===== config.mk =====
export PLATFORM = sky130hd
export DESIGN_NAME = dram_rfsh_sched
export DESIGN_NICKNAME = d
export VERILOG_FILES = /design/src/rtl/dram_rfsh_pkg.sv /design/src/rtl/rfsh_interval.sv /design/src/rtl/rfsh_pend.sv /design/src/rtl/cbr_engine.sv /design/src/rtl/dram_rfsh_sched.sv
export SDC_FILE = /design/constraint.sdc
export NUM_CORES = 1
export LEC_CHECK = 0
export ABC_AREA = 1
export BUFFER_PORTS_ARGS = -buffer_cell sky130_fd_sc_hd__buf_4
export CORE_AREA = 2 2 101 103
export DETAILED_ROUTE_END_ITERATION = 6
export DIE_AREA = 0 0 103 105
export HOLD_SLACK_MARGIN = 0.03
export SYNTH_ARGS = -nofsm -noshare
export SYNTH_HDL_FRONTEND = slang
export SYNTH_SLANG_ARGS = --single-unit

===== constraint.sdc =====
create_clock -name clk -period 2.8 [get_ports clk]
set_input_delay 0.28 -clock clk [delete_from_list [all_inputs] [get_ports clk]]
set_output_delay 0.28 -clock clk [all_outputs]
set_load 0.01 [all_outputs]

===== src/rtl/dram_rfsh_pkg.sv =====
package dram_rfsh_pkg;

  typedef enum logic [1:0] {
    PH_PAUSE = 2'd0,
    PH_WAKE  = 2'd1,
    PH_RUN   = 2'd2
  } phase_t;

  typedef enum logic [1:0] {
    CY_IDLE = 2'd0,
    CY_CAS  = 2'd1,
    CY_RAS  = 2'd2,
    CY_PRE  = 2'd3
  } cyc_st_t;

endpackage


===== src/rtl/rfsh_interval.sv =====
module rfsh_interval #(
  parameter int REFI_CYC = 1500
) (
  input  logic clk,
  input  logic rst_n,
  input  logic en,
  output logic tick
);
  localparam int TW = (REFI_CYC > 2) ? $clog2(REFI_CYC) : 1;

  logic [TW-1:0] cnt_q, cnt_d;

  assign tick = en && (cnt_q == '0);

  always_comb begin
    cnt_d = cnt_q;
    if (!en)       cnt_d = TW'(REFI_CYC - 1);
    else if (tick) cnt_d = TW'(REFI_CYC - 1);
    else           cnt_d = cnt_q - 1'b1;
  end

  always_ff @(posedge clk or negedge rst_n) begin
    if (!rst_n) cnt_q <= TW'(REFI_CYC - 1);
    else        cnt_q <= cnt_d;
  end


  tick_gap_chk: assert property (@(posedge clk) disable iff (!rst_n)
    tick |=> !tick);

endmodule


===== src/rtl/rfsh_pend.sv =====
module rfsh_pend #(
  parameter int PEND_MAX = 4
) (
  input  logic clk,
  input  logic rst_n,
  input  logic inc,
  input  logic dec,
  output logic nz,
  output logic ovf
);
  localparam int CW = $clog2(PEND_MAX + 1);

  logic [CW-1:0] cnt_q, cnt_d;
  logic          ovf_q, ovf_d;
  logic          full;

  assign full = (cnt_q == CW'(PEND_MAX));
  assign nz   = (cnt_q != '0);
  assign ovf  = ovf_q;

  always_comb begin
    cnt_d = cnt_q;
    ovf_d = ovf_q;
    if (inc && !dec) begin
      if (full) ovf_d = 1'b1;
      else      cnt_d = cnt_q + 1'b1;
    end else if (dec && !inc && nz) begin
      cnt_d = cnt_q - 1'b1;
    end
  end

  always_ff @(posedge clk or negedge rst_n) begin
    if (!rst_n) begin
      cnt_q <= '0;
      ovf_q <= 1'b0;
    end else begin
      cnt_q <= cnt_d;
      ovf_q <= ovf_d;
    end
  end


  pend_bound_chk: assert property (@(posedge clk) disable iff (!rst_n)
    cnt_q <= CW'(PEND_MAX));


  ovf_sticky_chk: assert property (@(posedge clk) disable iff (!rst_n)
    ovf_q |=> ovf_q);

endmodule


===== src/rtl/cbr_engine.sv =====
module cbr_engine
  import dram_rfsh_pkg::*;
#(
  parameter int CAS_LEAD = 1,
  parameter int RAS_LOW  = 6,
  parameter int PRECHG   = 4
) (
  input  logic clk,
  input  logic rst_n,
  input  logic start,
  output logic busy,
  output logic ras_n,
  output logic cas_n
);
  localparam int LMAX = (CAS_LEAD > RAS_LOW) ?
                        ((CAS_LEAD > PRECHG) ? CAS_LEAD : PRECHG) :
                        ((RAS_LOW  > PRECHG) ? RAS_LOW  : PRECHG);
  localparam int CW = $clog2(LMAX + 1);

  cyc_st_t       st_q, st_d;
  logic [CW-1:0] cnt_q, cnt_d;

  assign busy  = (st_q != CY_IDLE);
  assign cas_n = !((st_q == CY_CAS) || (st_q == CY_RAS));
  assign ras_n = !(st_q == CY_RAS);

  always_comb begin
    st_d  = st_q;
    cnt_d = cnt_q;
    case (st_q)
      CY_IDLE: if (start) begin
        st_d  = CY_CAS;
        cnt_d = CW'(CAS_LEAD - 1);
      end
      CY_CAS: if (cnt_q == '0) begin
        st_d  = CY_RAS;
        cnt_d = CW'(RAS_LOW - 1);
      end else cnt_d = cnt_q - 1'b1;
      CY_RAS: if (cnt_q == '0) begin
        st_d  = CY_PRE;
        cnt_d = CW'(PRECHG - 1);
      end else cnt_d = cnt_q - 1'b1;
      CY_PRE: if (cnt_q == '0) st_d = CY_IDLE;
              else cnt_d = cnt_q - 1'b1;
      default: st_d = CY_IDLE;
    endcase
  end

  always_ff @(posedge clk or negedge rst_n) begin
    if (!rst_n) begin
      st_q  <= CY_IDLE;
      cnt_q <= '0;
    end else begin
      st_q  <= st_d;
      cnt_q <= cnt_d;
    end
  end


  cas_leads_ras_chk: assert property (@(posedge clk) disable iff (!rst_n)
    $fell(ras_n) |-> (!cas_n && $past(!cas_n)));


  cas_covers_ras_chk: assert property (@(posedge clk) disable iff (!rst_n)
    !ras_n |-> !cas_n);

endmodule


===== src/rtl/dram_rfsh_sched.sv =====
module dram_rfsh_sched
  import dram_rfsh_pkg::*;
#(
  parameter int PAUSE_CYC      = 50000,
  parameter int WAKE_CYCLES    = 8,
  parameter int REFI_CYC       = 1500,
  parameter int IDLE_LIMIT_CYC = 3200000,
  parameter int PEND_MAX       = 4,
  parameter int CAS_LEAD       = 1,
  parameter int RAS_LOW        = 6,
  parameter int PRECHG         = 4
) (
  input  logic clk,
  input  logic rst_n,
  input  logic ref_gnt,
  output logic ref_req,
  output logic ras_n,
  output logic cas_n,
  output logic init_done,
  output logic pend_ovf
);
  localparam int PW = (PAUSE_CYC > 2) ? $clog2(PAUSE_CYC) : 1;
  localparam int WW = $clog2(WAKE_CYCLES + 1);
  localparam int IW = (IDLE_LIMIT_CYC > 2) ? $clog2(IDLE_LIMIT_CYC) : 1;

  phase_t        ph_q, ph_d;
  logic [PW-1:0] pause_q, pause_d;
  logic [WW-1:0] wake_q, wake_d;
  logic [IW-1:0] idle_q, idle_d;

  logic busy, work, issue, tick, pend_nz;

  assign work = ((ph_q == PH_WAKE) && (wake_q != '0)) ||
                ((ph_q == PH_RUN) && pend_nz);
  assign issue     = work && ref_gnt && !busy;
  assign ref_req   = work || busy;
  assign init_done = (ph_q == PH_RUN);

  rfsh_interval #(.REFI_CYC(REFI_CYC)) i_interval (
    .clk  (clk),
    .rst_n(rst_n),
    .en   (ph_q == PH_RUN),
    .tick (tick)
  );

  rfsh_pend #(.PEND_MAX(PEND_MAX)) i_pend (
    .clk  (clk),
    .rst_n(rst_n),
    .inc  (tick),
    .dec  (issue && (ph_q == PH_RUN)),
    .nz   (pend_nz),
    .ovf  (pend_ovf)
  );

  cbr_engine #(
    .CAS_LEAD(CAS_LEAD),
    .RAS_LOW (RAS_LOW),
    .PRECHG  (PRECHG)
  ) i_engine (
    .clk  (clk),
    .rst_n(rst_n),
    .start(issue),
    .busy (busy),
    .ras_n(ras_n),
    .cas_n(cas_n)
  );

  always_comb begin
    ph_d    = ph_q;
    pause_d = pause_q;
    wake_d  = wake_q;
    idle_d  = idle_q;
    case (ph_q)
      PH_PAUSE: begin
        if (pause_q == '0) begin
          ph_d   = PH_WAKE;
          wake_d = WW'(WAKE_CYCLES);
        end else pause_d = pause_q - 1'b1;
      end
      PH_WAKE: begin
        if (issue) wake_d = wake_q - 1'b1;
        else if ((wake_q == '0) && !busy) begin
          ph_d   = PH_RUN;
          idle_d = '0;
        end
      end
      PH_RUN: begin
        if (issue) idle_d = '0;
        else if (idle_q == IW'(IDLE_LIMIT_CYC - 1)) begin
          ph_d   = PH_WAKE;
          wake_d = WW'(WAKE_CYCLES);
        end else idle_d = idle_q + 1'b1;
      end
      default: ph_d = PH_PAUSE;
    endcase
  end

  always_ff @(posedge clk or negedge rst_n) begin
    if (!rst_n) begin
      ph_q    <= PH_PAUSE;
      pause_q <= PW'(PAUSE_CYC - 1);
      wake_q  <= '0;
      idle_q  <= '0;
    end else begin
      ph_q    <= ph_d;
      pause_q <= pause_d;
      wake_q  <= wake_d;
      idle_q  <= idle_d;
    end
  end


  pause_quiet_chk: assert property (@(posedge clk) disable iff (!rst_n)
    (ph_q == PH_PAUSE) |-> (!ref_req && ras_n && cas_n));


  grant_before_cas_chk: assert property (@(posedge clk) disable iff (!rst_n)
    $fell(cas_n) |-> ($past(ref_gnt) && $past(ref_req)));


  ready_on_quiet_pins_chk: assert property (@(posedge clk) disable iff (!rst_n)
    $rose(init_done) |-> (ras_n && cas_n));


  req_during_cycle_chk: assert property (@(posedge clk) disable iff (!rst_n)
    !cas_n |-> ref_req);

endmodule


==> run summary <==
The run gives 0 as the final-report hold violation count. Count of antenna diodes in the layout: 0. The area inside the core boundary was 9640 um^2.

The total overflow left after global routing is 0. The reg-to-reg setup timing slack was 0.30 ns. The cell taking the most area after synthesis is dfrtp_1. The routed length per instance is 12.2 um, and the insertion delay to the later sink of the worst-skew pair is 0.35 ns. The run gives 0.231 as the global-route met1 utilization.

After synthesis, the largest family of logic cells by area is simple AND/OR/NAND/NOR gates. The first global-routing pass estimated 15500 um of wire. The adder and majority gate portion of the synthesized area is 0.0579, and the total track usage is 0.179. The mapped netlist covers 4240 um^2.

For the storage element area, the log shows 1620 um^2. The share of the synthesized area in compound gates (AO/OA/AOI/OAI) was 0.0776; the met3 track demand over resource was 0.0348. The logs give 0 for the number of antenna violations at the first check in global routing and 142 for the starting DRC count in detailed routing. Across the VDD grid, the largest voltage drop is 0.000493 V. The most frequent standard cell in the layout excluding fill and tap cells is nand2_1. The net count of the finished layout is 611. The final layout contains routed wiring with a total length of 8890 um. Count of pins over their slew limit: 0. For the detailed-router iteration count before antenna repair, the log shows 4. Class of the most critical setup path: flop to flop. A synthesized cell averages 7.32 um^2. For the pin with the worst max-slew slack, the measured transition is 0.811 ns.

CTS placed an instance of clkbuf_8 at the clock tree root. The tools report the effective utilization at floorplan as 0.440. Number of buffers inserted by post-CTS setup repair: 0. 8 I/O pins were placed.

Once detail routing completed, the nets flagged for antenna violations numbered 0. The HPWL after detailed placement is 6310 um. Setup repair after global routing left no endpoint under its margin. The run gives 0.0107 ns as the worst-case clock skew. Clock-pin slew was measured on the worst setup and hold paths at 0.08 ns. In the layout the commonest cells are nand2_1, nor2_1, inv_1, dfrtp_1, nand3_1. Buffers inserted during clock tree synthesis total 9. Static leakage power: 2.23 nW. Timing would allow up to 400 MHz.

Summed over all failing endpoints, the final setup total negative slack is 0 ns. The clock drives 64 sinks. The floorplan has 36 rows. The clock passes through at most 2 buffers. The post-synth net total came out at 601.

The core utilization of the finished layout was 0.482; the via count of the first global-routing pass was 3388. Dividing total power by cell area gives a power density of 708 nW/um^2. The final count of negative-setup-slack endpoints is 0. Sorting the synthesized cells by area gives the leading types as dfrtp_1, nand2_1, dfstp_2, nor2_1, nand3_1. The biggest fanout along the worst timing path came out at 34. The horizontal die dimension is 103 um. Data on the critical path is required at its endpoint by 3.08 ns.

Hold repair after CTS inserted 0 buffers. The number of distinct library cells after synthesis came out at 34. The portion of synthesized cell area occupied by the leading cell type works out to 0.278. The logs give 0.383 for the portion of the post-synthesis area used by sequential elements and 10800 um^2 for the area of the die. The run finished with clean final reports. For this run, the number of Yosys warnings is 0. Entering global routing, the biggest net connects 65 pins. Type of the most critical hold path: primary input to async pin. The worst relative slew slack was 0.459; the number of H-tree levels was 3. The routing usage on met2 was 0.297; the time the worst path needs with I/O delays and setup was 2.50 ns. The die is 105 um tall. The arrival time of data at the critical path endpoint is 2.78 ns. After detailed routing, the number of remaining DRC violations is 0.

The multi-input combinational cells in the finished layout cover a total of 2310 um^2. The congestion estimate from routability-driven global placement came to 0.836. The routed layout has 3560 vias. TritonCTS built the clock tree. The total of buffers placed on input and output ports is 7. The simple-gate portion of the synthesized area works out to 0.357. The startpoint type of the worst setup path is a flop. The total of flip-flops plus latches after synthesis was 64; the share of post-route cells with drive strength above 1 was 0.138.

The synthesized-area fraction occupied by xor and xnor cells is 0.0537. The synthesis-to-finish area growth was 9.74%. The per-cell via count in the routed design works out to 4.90.

The period utilization is 0.892, and the post-CTS resize count is 0. The layer carrying the most global-route usage is met2. The multiplexer share of the synthesized area is 0. Counting the fill cells in the layout gives 996. The max-cap violation count came out at 0. The worst setup path is captured at a flop. The cell count after synthesis came out at 579.
==> cells in the mapped netlist, drive strengths merged <==
cell,number
nor2,88
dfstp,17
a21oi,4
nand3b,2
inv,59
dfrtp,47
or2,4
clkinv,3
nor3,13
a31oi,1
nand3,50
a211oi,1
clkbuf,2
o21ai,47
fa,1
xor2,19
buf,7
ha,18
o21bai,2
nand4,10
nor3b,1
xnor2,7
nand2,176
==> cell type report <==
cell class                      count  share of cell area
Multi-Input combinational cell    444               0.498
Sequential cell                    64               0.349
Inverter                           62              0.0503
Tap cell                          133              0.0358
Clock buffer                       10              0.0296
Clock inverter                      6              0.0248
Timing Repair Buffer                8              0.0129
==> per-layer routing <==
layer	vias to the layer above	routed length, um	share of wire
met5	-	0	0
met1	1632	4180	0.47
met3	12	302	0.034
li1	1860	-	-
met4	0	118	0.013
met2	56	4290	0.48
==> where the power goes <==
group          internal (W)  switching [W]  total [W]
clock              0.000620       0.000396    0.00102
combinational      0.000355       0.000837    0.00119
sequential          0.00102      0.0000639    0.00109
total               0.00200        0.00130    0.00329
==> cell families after synthesis <==
kind of cell / Yosys count
AO/OA/AOI/OAI: 55
flip-flops: 64
XOR/XNOR: 26
adder cells (fa/ha/maj): 19
buffers and inverters: 71
AND/OR/NAND/NOR: 344
==> state kept, by name, indices dropped and copies added, names as in the netlist <==
signal            cells
idle_q               22
pause_q              16
i_interval.cnt_q     11
wake_q                4
i_engine.cnt_q        3
i_pend.cnt_q          3
i_engine.st_q         2
ph_q                  2
i_pend.ovf            1
==> metrics by stage <==
| stage | total power, W | instances | hold WS [ns] | cell area, um^2 | setup slack, ns |
|---|---|---|---|---|---|
| floorplan | 0.00208 | 579 | -0.0156 | 4240 | 0.760 |
| global placement | 0.00226 | 711 | 0.432 | 4400 | 0.470 |
| detailed placement | 0.00229 | 711 | 0.440 | 4400 | 0.346 |
| CTS | 0.00333 | 727 | 0.0565 | 4650 | 0.300 |
| global route | 0.00354 | 727 | 0.0918 | 4650 | 0.0971 |
| finish | 0.00329 | 727 | 0.0169 | 4650 | 0.302 |
==> worst max-delay path, cell delays in order (launching register included) <==
cell and delay (ns):
dfrtp_1 0.41, inv_1 0.09, ha_1 0.38, nand2_2 0.12, nand2_2 0.13, nand3_4 0.24
nand2_2 0.21, nor2_4 0.09, nor2_8 0.49, nand3_1 0.15, nand2_1 0.10
==> path summary, 6_finish.rpt <==
check                                     from                  end  cells after the start
max                                    ph_q[0]            idle_q[1]                     10
min                                      rst_n          pause_q[11]                      1
max reg2reg                            ph_q[0]            idle_q[1]                     10
min reg2reg                i_interval.cnt_q[0]  i_interval.cnt_q[0]                      1
max in group asynchronous                rst_n          pause_q[13]                      1
min in group clk                       ref_gnt    i_engine.cnt_q[2]                      6
No activity file was read; power rests on OpenSTA's default activity.
